===== src/rtl/pad_adapter_pkg.sv =====
package pad_adapter_pkg;
  localparam int WORD_W      = 32;
  localparam int PAD_W       = 5;
  localparam int CNT_FIELD_W = 3;
  localparam int TX_PAD_LSB  = 0;
  localparam int RX_PAD_LSB  = 8;
  localparam int CNT_LSB     = 20;

  // strobes from control to datapath
  typedef struct packed {
    logic txLoad;
    logic txLast;
    logic rxLoad;
    logic rxLast;
  } padStrobes_t;
endpackage


===== src/rtl/pad_adapter_ctrl.sv =====
module pad_adapter_ctrl
  import pad_adapter_pkg::*;
#(
  parameter int MAX_CHANS   = 4,
  parameter int FIELD_W     = CNT_FIELD_W
) (
  input  logic               clk,
  input  logic               rstN,
  input  logic [FIELD_W-1:0] chanField,
  input  logic               txInValid,
  input  logic               txOutReady,
  input  logic               rxInValid,
  input  logic               rxOutReady,
  output logic               txInReady,
  output logic               txOutValid,
  output logic               rxInReady,
  output logic               rxOutValid,
  output padStrobes_t        strobes
);
  localparam int CW    = $clog2(MAX_CHANS) + 1;
  localparam int LANES = 2;

  logic [CW-1:0] effChans;

  always_comb begin
    if (chanField == '0)
      effChans = CW'(1);
    else if (int'(chanField) > MAX_CHANS)
      effChans = CW'(MAX_CHANS);
    else
      effChans = CW'(chanField);
  end

  logic [LANES-1:0] inValid, outReady, inReady, outValid, load, last;

  assign inValid  = {rxInValid, txInValid};
  assign outReady = {rxOutReady, txOutReady};

  for (genvar g = 0; g < LANES; g++) begin : g_lane
    logic [CW-1:0] chanCnt;
    logic          validQ;

    assign inReady[g]  = !validQ || outReady[g];
    assign load[g]     = inValid[g] && inReady[g];
    assign last[g]     = (chanCnt >= (effChans - CW'(1)));
    assign outValid[g] = validQ;

    always_ff @(posedge clk or negedge rstN) begin
      if (!rstN) begin
        chanCnt <= '0;
        validQ  <= 1'b0;
      end else begin
        if (load[g]) begin
          chanCnt <= last[g] ? '0 : chanCnt + CW'(1);
          validQ  <= 1'b1;
        end else if (outReady[g]) begin
          validQ  <= 1'b0;
        end
      end
    end
  end

  assign txInReady  = inReady[0];
  assign rxInReady  = inReady[1];
  assign txOutValid = outValid[0];
  assign rxOutValid = outValid[1];

  assign strobes.txLoad = load[0];
  assign strobes.txLast = last[0];
  assign strobes.rxLoad = load[1];
  assign strobes.rxLast = last[1];
endmodule


===== src/rtl/pad_adapter_dp.sv =====
module pad_adapter_dp
  import pad_adapter_pkg::*;
#(
  parameter int DW = WORD_W,
  parameter int PW = PAD_W
) (
  input  logic          clk,
  input  logic          rstN,
  input  padStrobes_t   strobes,
  input  logic [PW-1:0] txPad,
  input  logic [PW-1:0] rxPad,
  input  logic [DW-1:0] txInData,
  input  logic [DW-1:0] rxInData,
  output logic [DW-1:0] txOutData,
  output logic          txOutLast,
  output logic [DW-1:0] rxOutData,
  output logic          rxOutLast
);
  localparam logic [PW-1:0] TOP_IDX = PW'(DW - 1);

  logic [DW-1:0] txShifted, keepMask, rxExtended;
  logic [PW-1:0] signIdx;
  logic          signBit;

  always_comb begin
    txShifted  = txInData >> txPad;
    keepMask   = {DW{1'b1}} >> rxPad;
    signIdx    = TOP_IDX - rxPad;
    signBit    = rxInData[signIdx];
    rxExtended = (rxInData & keepMask) | (signBit ? ~keepMask : '0);
  end

  always_ff @(posedge clk or negedge rstN) begin
    if (!rstN) begin
      txOutData <= '0;
      txOutLast <= 1'b0;
      rxOutData <= '0;
      rxOutLast <= 1'b0;
    end else begin
      if (strobes.txLoad) begin
        txOutData <= txShifted;
        txOutLast <= strobes.txLast;
      end
      if (strobes.rxLoad) begin
        rxOutData <= rxExtended;
        rxOutLast <= strobes.rxLast;
      end
    end
  end
endmodule


===== src/rtl/sample_pad_adapter.sv =====
module sample_pad_adapter
  import pad_adapter_pkg::*;
#(
  parameter int MAX_CHANS = 4
) (
  input  logic              clk,
  input  logic              rstN,
  input  logic [WORD_W-1:0] cfgWord,
  input  logic              txInValid,
  output logic              txInReady,
  input  logic [WORD_W-1:0] txInData,
  output logic              txOutValid,
  input  logic              txOutReady,
  output logic [WORD_W-1:0] txOutData,
  output logic              txOutLast,
  input  logic              rxInValid,
  output logic              rxInReady,
  input  logic [WORD_W-1:0] rxInData,
  output logic              rxOutValid,
  input  logic              rxOutReady,
  output logic [WORD_W-1:0] rxOutData,
  output logic              rxOutLast
);
  padStrobes_t strobes;

  logic [PAD_W-1:0]       txPad, rxPad;
  logic [CNT_FIELD_W-1:0] chanField;
  logic                   unusedCfgBits;

  assign txPad     = cfgWord[TX_PAD_LSB +: PAD_W];
  assign rxPad     = cfgWord[RX_PAD_LSB +: PAD_W];
  assign chanField = cfgWord[CNT_LSB +: CNT_FIELD_W];
  assign unusedCfgBits = ^{cfgWord[7:5], cfgWord[19:13], cfgWord[31:23]};

  pad_adapter_ctrl #(.MAX_CHANS(MAX_CHANS), .FIELD_W(CNT_FIELD_W)) ctrl_i (
    .clk        (clk),
    .rstN       (rstN),
    .chanField  (chanField),
    .txInValid  (txInValid),
    .txOutReady (txOutReady),
    .rxInValid  (rxInValid),
    .rxOutReady (rxOutReady),
    .txInReady  (txInReady),
    .txOutValid (txOutValid),
    .rxInReady  (rxInReady),
    .rxOutValid (rxOutValid),
    .strobes    (strobes)
  );

  pad_adapter_dp #(.DW(WORD_W), .PW(PAD_W)) dp_i (
    .clk       (clk),
    .rstN      (rstN),
    .strobes   (strobes),
    .txPad     (txPad),
    .rxPad     (rxPad),
    .txInData  (txInData),
    .rxInData  (rxInData),
    .txOutData (txOutData),
    .txOutLast (txOutLast),
    .rxOutData (rxOutData),
    .rxOutLast (rxOutLast)
  );
endmodule


===== config.mk =====
export PLATFORM = sky130hd
export DESIGN_NAME = sample_pad_adapter
export DESIGN_NICKNAME = d
export VERILOG_FILES = /design/src/rtl/pad_adapter_pkg.sv /design/src/rtl/pad_adapter_ctrl.sv /design/src/rtl/pad_adapter_dp.sv /design/src/rtl/sample_pad_adapter.sv
export SDC_FILE = /design/constraint.sdc
export NUM_CORES = 1
export LEC_CHECK = 0
export BUFFER_PORTS_ARGS = -buffer_cell sky130_fd_sc_hd__buf_4
export CAP_MARGIN = 5
export CORE_MARGIN = 5
export CORE_UTILIZATION = 45
export DETAILED_ROUTE_END_ITERATION = 16
export PLACE_DENSITY_LB_ADDON = 0.12
export SLEW_MARGIN = 20
export SYNTH_ARGS = -nofsm -noshare
export SYNTH_HDL_FRONTEND = slang
export SYNTH_SLANG_ARGS = --single-unit

===== constraint.sdc =====
create_clock -name clk -period 2.1 [get_ports clk]
set_input_delay 0.21 -clock clk [delete_from_list [all_inputs] [get_ports clk]]
set_output_delay 0.21 -clock clk [all_outputs]
set_load 0.01 [all_outputs]

==> results_dict.tcl, run 1 <==
set metrics [dict create \
    syn_inst 590 \
    fin_crit_sh_pct 83.26 \
    io-pin-count 172 \
    syn_area_um2 5605 \
    layout.nets 843 \
    worst_pin_slew_ns 0.6209 \
    finalHoldViolCount 0 \
    setup_slack_ns 0.3515 \
    met1Wirelength_um 8665 \
    stdcell_area_um2 7337 \
    clk_pin_slew_worst_paths_ns 0.06 \
    core_area_um2 12110 \
    cp_slowest_cell "mux2_2" \
    ys.flop_type "dfrtp_1" \
    maxCapViolations 0 \
    dr.pass1.iters 5 \
    fin_crit_ns 1.748 \
    fin_util_pct 60.58 \
    finalNonFillerCells 911 \
    synth_top_area_cell "dfrtp_1" \
    insertion_delay_ns 0.35 \
    clock_skew_ns 0.004079 \
    fillers 1066 \
    cts_max_level 3 \
    synth_nets 695 \
    cts_setup_buffers 0 \
    dp_cells 894 \
    diodes 0 \
    die_w_um 121.6 \
    layout-drive-gt1-share_pct 36.61 \
    rows 40 \
    worst-setup-path-type "in2reg" \
    rsz0062_at_grt "false" \
    syn_to_final_growth_pct 30.89 \
    synth_seq_cells 74 \
    place_area_um2 7010 \
    dp_hpwl_um 13880 \
    leakagePower_nw 3.307 \
    dp_slack_ns 0.02108 \
    ys_seq_area_share_pct 33.04 \
    grt_pass1_wl_um 29020 \
    multi_input_area_um2 3473 \
    fin_setup_tns_ns 0 \
    critPathArrivalTime_ns 1.97 \
    hold_class "in2reg" \
    drc 0 \
    vias 5407 \
    p_per_area_nw_per_um2 727.3 \
    viasPerCell 5.935 \
    ir_worst_vdd_mv 0.4358 \
    yosysWarningCount 0 \
    cts_buffers 9 \
    finalMaxSlewViolations 0 \
    yosysUniqueCellTypes 66 \
    synth.top_cell.area_share_pct 33.04 \
    seq_area_um2 1852 \
    ant_nets 0 \
    worstPathMaxFanout 23 \
    crit_path_max_incr_delay_ns 0.35 \
    avgSynthCellArea_um2 9.501 \
    status "complete, no violations" \
    highest_layer "met4" \
    cts_tree "yes" \
    io_buffer_count 152 \
    die_height_um 121.6 \
    critical_path_buf_inv_count 2 \
    globalRouteTotalUtil_pct 24.81 \
    async_flop_share_pct 100.0 \
    gp_congestion 0.8982 \
    max_slew_margin_pct 58.45 \
    wl_met2_um 7689 \
    cp_top_family "compound AO/OA/AOI/OAI gates" \
    route.met3.wl_um 1356 \
    end_kind "flip-flop" \
    cts_num_sinks 74 \
    grt_pass1_vias 5316 \
    initial_utilization_pct 46.28 \
    grt_max_degree 44 \
    drtIter0Drc 566 \
    crit_chain "buf_4 > buf_4 > mux2_2 > mux2i_1 > o22ai_1 > a221o_1 > o22a_1" \
    antenna_found_initial 0 \
    setup_viol 0 \
    fmax_ghz 0.5719 \
    die_area_um2 14790 \
    cts.path.max_buffers 2 \
    post_drt_wl_per_cell_um 19.63 \
    root_buffer "clkbuf_16" \
    critPathRequiredTime_ns 2.32 \
    overflow 0 \
    worstSetupStartpointType "input port" \
    drt-total-wl_um 17880 \
    synth_edf_count 0 \
    synth.area.top_cells "dfrtp_1 33%, mux4_2 10%, mux2i_1 5.9%, nand2_1 5.2%, mux2_2 5.0%" \
    cp_common_cell "buf_4" \
]
==> cell usage in the layout (no fill, tap or decap), drive strengths merged, types with 5 or more instances in the layout <==
cell type	n
nand2	77
nor4	7
inv	10
a21o	5
nor3	8
nor2	28
mux2i	33
a211oi	6
and3	5
a221o	5
buf	186
dfrtp	74
a32oi	7
and2	5
a21oi	29
nand2b	15
o22a	7
o31ai	22
nor2b	17
nand3	16
o21ai	49
a22o	9
o311ai	5
mux2	25
clkbuf	13
mux4	27
==> synthesized netlist by cell type, types with 4 or more instances <==
master    number
nand2_1       77
dfrtp_1       74
o21ai_0       40
mux2i_1       33
a21oi_1       29
clkbuf_1      29
nor2_1        28
mux2_2        25
mux4_2        25
o31ai_1       19
nor2b_1       17
nand3_1       16
nand2b_1      15
a22o_1         9
inv_1          9
a32oi_1        7
buf_2          7
o22a_1         7
a211oi_1       6
buf_1          6
nor3_1         6
o21ai_2        6
a21o_1         5
a221o_1        5
and2_1         5
and3_1         5
nor4_1         5
a211o_1        4
a22oi_1        4
a31oi_1        4
buf_4          4
buf_6          4
o211ai_1       4
o311ai_0       4
==> final timing paths <==
kind / depth (start not counted) / slack, ns / start / endpoint
worst min-delay path: 2 / 0.07 / txInValid / ctrl_i.txOutValid$_DFFE_PN0P_
max in group asynchronous: 3 / 1.13 / rstN / dp_i.rxOutLast$_DFFE_PN0P_
min in group asynchronous: 2 / 0.41 / rstN / dp_i.txOutData[27]$_DFFE_PN0P_
worst max-delay path: 7 / 0.35 / cfgWord[1] / dp_i.txOutData[4]$_DFFE_PN0P_
worst max register to register: 4 / 0.42 / ctrl_i.txOutValid$_DFFE_PN0P_ / dp_i.txOutData[21]$_DFFE_PN0P_
worst min register to register: 2 / 0.48 / dp_i.txOutData[28]$_DFFE_PN0P_ / dp_i.txOutData[28]$_DFFE_PN0P_
==> where the power goes <==
part / internal (mW) / switching, mW
Clock: 1.02 / 0.609
Sequential: 1.68 / 0.197
Combinational: 0.907 / 0.919
Total: 3.61 / 1.73
==> per-layer routing <==
layer | track usage [%] | vias up
li1 | - | 2530
met1 | 39.51 | 2623
met2 | 34.72 | 238
met3 | 4.735 | 16
met4 | 5.322 | 0
met5 | 0 | -
==> repair_timing <==
item	in CTS	in global routing
resized for setup	0	0
hold endpoints to repair	41	0
hold buffers	1	0
==> through the flow <==
stage | hold WS, ns | power [mW]
after global placement | 0.2458 | 3.685
final | 0.07034 | 5.337
after global routing | 0.07144 | 5.634
after detailed placement | 0.2501 | 3.728
after CTS | 0.06485 | 5.367
after floorplan | -0.08559 | 2.869
==> logic make-up (layout without fill, tap and decap cells) <==
kind of cell	after synthesis	in the layout	synth area share [%]
XOR/XNOR	1	1	0.1563
buffers and inverters	61	214	5.044
multiplexers	85	85	21.90
AO/OA/AOI/OAI	176	176	22.32
adder cells (fa/ha/maj)	5	5	1.027
AND/OR/NAND/NOR	188	188	16.52
flip-flops	74	74	33.04
==> layout make-up <==
class	count	share of cell area (%)
Multi-Input combinational cell	455	47.34
Sequential cell	74	25.24
Timing Repair Buffer	187	19.68
Clock buffer	13	3.683
Tap cell	168	2.865
Clock inverter	3	0.6310
Inverter	11	0.5628
==> registers in the layout, indices dropped and copies added, names as in the netlist <==
name	flops
ctrl_i.rxOutValid	1
dp_i.rxOutData	32
ctrl_i.txOutValid	1
dp_i.txOutLast	1
ctrl_i.g_lane.chanCnt	6
dp_i.txOutData	32
dp_i.rxOutLast	1
(Power assumes the default switching activity.)
==> run 2: changes to the inputs <==
==> constraint.sdc (replaced) <==
create_clock -name clk -period 1.5 [get_ports clk]
set_input_delay 0.15 -clock clk [delete_from_list [all_inputs] [get_ports clk]]
set_output_delay 0.15 -clock clk [all_outputs]
set_load 0.01 [all_outputs]
==> run 2 against run 1 <==
Against the previous run: final area up 13%; power rose by 44%; hold slack got worse by 0.047 ns; via count rose by 7.4%; cell count grew 10%; routed wire length is 7.0% higher; non-clock buffer count up 97; first-iteration DRC count decreased by 17%; critical path depth increased by 2; count of clock-buffer cells in the layout shrank 2; sequential power grew 39%; flip-flop and latch count did not move.
==> results_dict.tcl, run 2 (synthesis gave the netlist of run 1 again) <==
set metrics [dict create \
    worstPathMaxFanout 9 \
    finalMaxSlewViolations 0 \
    p_sw_share_pct 32.59 \
    dp_hpwl_um 15090 \
    place_area_um2 7799 \
    initial_utilization_pct 46.28 \
    vias 5808 \
    clkPwrFrac_pct 25.1 \
    critPathRequiredTime_ns 1.72 \
    cts_max_level 3 \
    leakagePower_nw 3.839 \
    io_buffer_count 152 \
    rsz0062_at_grt "true" \
    p_sw_mw 2.497 \
    cts_tree "yes" \
    grt_pass1_wl_um 30260 \
    critPathArrivalTime_ns 1.67 \
    crit_chain "buf_6 > buf_4 > mux2_2 > o2bb2ai_1 > nor4_2 > nor4_4 > buf_6 > buf_12 > o311ai_4" \
    finalHoldViolCount 0 \
    syn_to_final_growth_pct 47.63 \
    worstSetupStartpointType "input port" \
    dp_slack_ns -0.5216 \
    stdcell_area_um2 8275 \
    cp_top_family "buffers and inverters" \
    globalRouteTotalUtil_pct 25.97 \
    crit_path_max_incr_delay_ns 0.34 \
    gp_congestion 0.9372 \
    diodes 0 \
    post_drt_wl_per_cell_um 19.02 \
    fin_util_pct 68.33 \
    drtIter0Drc 467 \
    fin_setup_tns_ns 0 \
    cts_buffers 9 \
    clk_pin_slew_worst_paths_ns 0.06 \
    worst_pin_slew_ns 0.5184 \
    fin_crit_sh_pct 97.14 \
    layout_commonest_cell "buf_4" \
    critical_path_buf_inv_count 4 \
    die_height_um 121.6 \
    insertion_delay_ns 0.34 \
    viasPerCell 5.773 \
    antenna_found_initial 0 \
    core_area_um2 12110 \
    rows 40 \
    cp_slowest_cell "mux2_2" \
    root_buffer "clkbuf_16" \
    end_kind "flip-flop" \
    grt_pass1_vias 5656 \
    ant_nets 0 \
    power_frac_comb_pct 40.8 \
    grt_max_degree 55 \
    cts_num_sinks 74 \
    drc 0 \
    reg_top3 "dp_i.rxOutData x32, dp_i.txOutData x32, ctrl_i.g_lane.chanCnt x6" \
    overflow 0 \
    fmax_ghz 0.6863 \
    drt-total-wl_um 19140 \
    p_int_mw 5.165 \
    layout-drive-gt1-share_pct 45.70 \
    cts.path.max_buffers 2 \
    setup_viol 0 \
    status "complete, no violations" \
    setup_slack_ns 0.04287 \
    layout.nets 940 \
    p_per_area_nw_per_um2 925.9 \
    fin_crit_ns 1.457 \
    cp_common_cell "buf_6" \
    max_slew_margin_pct 65.07 \
    hold_ws_ns 0.02306 \
    final_cell_mix "267 x buf_4, 76 x nand2_1, 74 x dfrtp_1" \
    hold_class "in2reg" \
    die_w_um 121.6 \
    dr.pass1.iters 5 \
    ir_worst_vdd_mv 0.5162 \
    clock_skew_ns 0.006808 \
    die_area_um2 14790 \
    maxCapViolations 0 \
    io-pin-count 172 \
    worst-setup-path-type "in2reg" \
    pwr-share-seq_pct 34.1 \
]
-- run 2: cell types whose count changed in the layout (fill, tap and decap cells not counted), sizes merged --
cell and change:
buf +95, bufinv -1, clkinv +1
-- run 2: layer usage --
layer	share of wire (%)	wire [um]	vias to the layer above	GRT usage [%]
met1	47	8969	2830	40.10
li1	-	-	2722	-
met5	0	0	-	0
met2	45	8521	241	38.24
met4	0.98	188	0	5.532
met3	7.6	1458	15	4.457
-- run 2: power by group through the flow --
stage / clock network, mW / logic, mW / registers [mW]
floorplan: 0 / 1.34 / 2.74
global placement: 0 / 2.88 / 2.64
detailed placement: 0 / 2.93 / 2.65
CTS: 1.98 / 2.99 / 2.61
global route: 2.06 / 3.39 / 2.65
finish: 1.93 / 3.12 / 2.61
-- run 2: worst min-delay path, cell delays in order --
cell	delay (ns)
buf_4	0.09
nand2_1	0.04
nand2_1	0.04
-- run 2: layout make-up --
class | instances | area (um2)
fill | 1042 | 3836
timing repair buffer | 284 | 2328
multi-input combinational | 455 | 3583
sequential | 74 | 1852
tap | 168 | 210.2
clock buffer | 11 | 242.7
inverter | 11 | 41.29
clock inverter | 3 | 17.52
-- run 2: path summary, 6_finish.rpt --
path	startpoint	depth (start not counted)	slack, ns	endpoint
min	rxInData[0]	3	0.02	dp_i.rxOutData[0]$_DFFE_PN0P_
max in group asynchronous	rstN	3	0.66	dp_i.rxOutData[26]$_DFFE_PN0P_
min in group asynchronous	rstN	2	0.24	ctrl_i.txOutValid$_DFFE_PN0P_
max	cfgWord[8]	9	0.04	dp_i.rxOutData[23]$_DFFE_PN0P_
min reg2reg	dp_i.rxOutData[4]$_DFFE_PN0P_	2	0.48	dp_i.rxOutData[4]$_DFFE_PN0P_
max reg2reg	ctrl_i.g_lane[0].chanCnt[1]$_DFFE_PN0P_	5	0.06	dp_i.txOutLast$_DFFE_PN0P_
-- run 2: per-stage QoR --
stage                     std cells  power (mW)
final                          1006       7.662
after global routing           1006       8.101
after CTS                      1002       7.583
after detailed placement        986       5.583
after global placement          986       5.516
after floorplan                 590       4.077
-- run 2: what timing repair did --
item,in CTS,in global routing
resized for setup,10,19
endpoints found under the setup margin,38,28
hold endpoints to repair,20,0
buffers inserted,1,2
cloned,0,2
pin swaps,0,4
hold buffers,1,0
==> run 3: changes to the inputs <==
--- a/config.mk
+++ b/config.mk
@@ -10,6 +10,7 @@
 export CORE_MARGIN = 5
 export CORE_UTILIZATION = 45
 export DETAILED_ROUTE_END_ITERATION = 16
+export HOLD_SLACK_MARGIN = 0.03
 export PLACE_DENSITY_LB_ADDON = 0.12
 export SLEW_MARGIN = 20
 export SYNTH_ARGS = -nofsm -noshare
==> run 3 against run 2 <==
Against the previous run: combinational power barely moved; count of clock-buffer cells in the layout did not move; non-clock buffer count rose by 3; power barely moved; first-iteration DRC count rose by 8.8%; hold slack improved by 0.031 ns; flip-flop and latch count did not move; fmax rose by 0.25%; critical path depth did not move; die area did not move; critical path type unchanged; highest routed layer unchanged.
==> results_dict.tcl, run 3 (synthesis gave the netlist of run 1 again) <==
set metrics [dict create \
    ant_nets 0 \
    dp_cells 986 \
    diodes 0 \
    setup_viol 0 \
    p_sw_share_pct 32.55 \
    final_cell_mix "267 x buf_4, 76 x nand2_1, 74 x dfrtp_1" \
    cts_buffers 9 \
    worstSetupStartpointType "input port" \
    pwr-share-seq_pct 34.0 \
    die_w_um 121.6 \
    grt_pass1_wl_um 30330 \
    vias 5775 \
    rsz0062_at_grt "true" \
    fin_crit_sh_pct 96.90 \
    p_per_area_nw_per_um2 923.0 \
    post_drt_wl_per_cell_um 19.00 \
    leakagePower_nw 3.852 \
    grt_max_degree 55 \
    layout.nets 943 \
    clock_skew_ns 0.006725 \
    drt-total-wl_um 19170 \
    clkPwrFrac_pct 25.1 \
    crit_end "dp_i.rxOutData[23]$_DFFE_PN0P_" \
    finalMaxSlewViolations 0 \
    critPathLaunch "cfgWord[8]" \
    die_area_um2 14790 \
    critPathArrivalTime_ns 1.67 \
    insertion_delay_ns 0.34 \
    initial_utilization_pct 46.28 \
    antenna_found_initial 0 \
    drtIter0Drc 508 \
    die_height_um 121.6 \
    finalHoldViolCount 0 \
    io_buffer_count 152 \
    cts.path.max_buffers 2 \
    reg_top3 "dp_i.rxOutData x32, dp_i.txOutData x32, ctrl_i.g_lane.chanCnt x6" \
    r2r_cells 5 \
    ir_worst_vdd_mv 0.5149 \
    timing.rr.end "dp_i.txOutLast$_DFFE_PN0P_" \
    gp_congestion 0.9372 \
    fmax_ghz 0.6880 \
    hold_class "in2reg" \
    overflow 0 \
    critPathRequiredTime_ns 1.72 \
    max_slew_margin_pct 65.11 \
    clk_pin_slew_worst_paths_ns 0.06 \
    cts_max_level 3 \
    grt_pass1_vias 5673 \
    maxCapViolations 0 \
    dr.pass1.iters 5 \
    worstPathMaxFanout 9 \
    p_int_mw 5.171 \
    p_sw_mw 2.495 \
    dp_hpwl_um 15090 \
    cts_num_sinks 74 \
    end_kind "flip-flop" \
    status "complete, no violations" \
    fin_setup_tns_ns 0 \
    finalNonFillerCells 1009 \
    globalRouteTotalUtil_pct 26.02 \
    rrSetupSlack_ns 0.06 \
    r2r-start "ctrl_i.g_lane[0].chanCnt[1]$_DFFE_PN0P_" \
    layout_commonest_cell "buf_4" \
    drc 0 \
    worst-setup-path-type "in2reg" \
    worst_pin_slew_ns 0.5178 \
    syn_to_final_growth_pct 48.17 \
    power_frac_comb_pct 40.9 \
    cts_tree "yes" \
    core_area_um2 12110 \
    worstHoldPathCells 3 \
    viasPerCell 5.723 \
    layout-drive-gt1-share_pct 45.54 \
    io-pin-count 172 \
    fin_crit_ns 1.454 \
    root_buffer "clkbuf_16" \
    rows 40 \
]
[run 3: cell types whose count changed in the layout (fill, tap and decap cells not counted)]
cell and change:
dlygate4sd3_1 +3
[run 3: area by class of cell]
class,count,area (um2)
Clock buffer,11,242.7
Fill cell,1039,3806
Inverter,11,41.29
Tap cell,168,210.2
Sequential cell,74,1852
Multi-Input combinational cell,455,3583
Clock inverter,3,17.52
Timing Repair Buffer,287,2359
[run 3: through the flow]
stage | setup WS (ns) | total power [mW] | cell area [um2] | hold WS, ns | util, %
6_report | 0.04643 | 7.666 | 8305 | 0.05409 | 68.57
5_1_grt | -0.01076 | 8.108 | 8305 | 0.06516 | 68.57
4_1_cts | 0.003988 | 7.590 | 8147 | 0.04285 | 67.26
3_5_place_dp | -0.5216 | 5.583 | 7799 | 0.06368 | 64.39
3_3_place_gp | -0.4616 | 5.516 | 7799 | 0.05095 | 64.39
2_1_floorplan | -0.1266 | 4.077 | 5700 | -0.1456 | -
[run 3: how the worst min path moves through the flow]
stage,startpoint,to
floorplan,rstN,ctrl_i.g_lane[0].chanCnt[0]$_DFFE_PN0P_
global placement,rstN,ctrl_i.txOutValid$_DFFE_PN0P_
detailed placement,rstN,ctrl_i.txOutValid$_DFFE_PN0P_
CTS,rxInData[24],dp_i.rxOutData[24]$_DFFE_PN0P_
global route,rxInData[24],dp_i.rxOutData[24]$_DFFE_PN0P_
finish,rxInData[24],dp_i.rxOutData[24]$_DFFE_PN0P_
[run 3: critical path, stage by stage]
cell,delay [ns]
buf_6,0.12
buf_4,0.16
mux2_2,0.34
o2bb2ai_1,0.17
nor4_2,0.08
nor4_4,0.28
buf_6,0.17
buf_12,0.12
o311ai_4,0.07
[run 3: what timing repair did]
| item | in CTS | in global routing |
|---|---|---|
| hold buffers | 4 | 0 |
| endpoints found under the setup margin | 38 | 28 |
| buffers inserted | 1 | 2 |
| gates cloned | 0 | 2 |
| pin swaps | 0 | 4 |
| hold endpoints to repair | 23 | 0 |
| resized for setup | 10 | 19 |
[run 3: power by group through the flow]
| stage | Clock [mW] | Sequential [mW] | Combinational (mW) |
|---|---|---|---|
| final | 1.92 | 2.61 | 3.13 |
| after global routing | 2.06 | 2.65 | 3.39 |
| after CTS | 1.98 | 2.61 | 2.99 |
| after detailed placement | 0 | 2.65 | 2.93 |
| after global placement | 0 | 2.64 | 2.88 |
| after floorplan | 0 | 2.74 | 1.34 |
[run 3: per-layer routing]
metal | vias to the layer above | part of all wire [%] | wire length (um) | track usage [%]
met4 | 0 | 0.96 | 185 | 5.532
li1 | 2726 | - | - | -
met1 | 2797 | 47 | 9019 | 40.19
met3 | 13 | 7.6 | 1458 | 4.364
met2 | 239 | 44 | 8511 | 38.38
met5 | - | 0 | 0 | 0
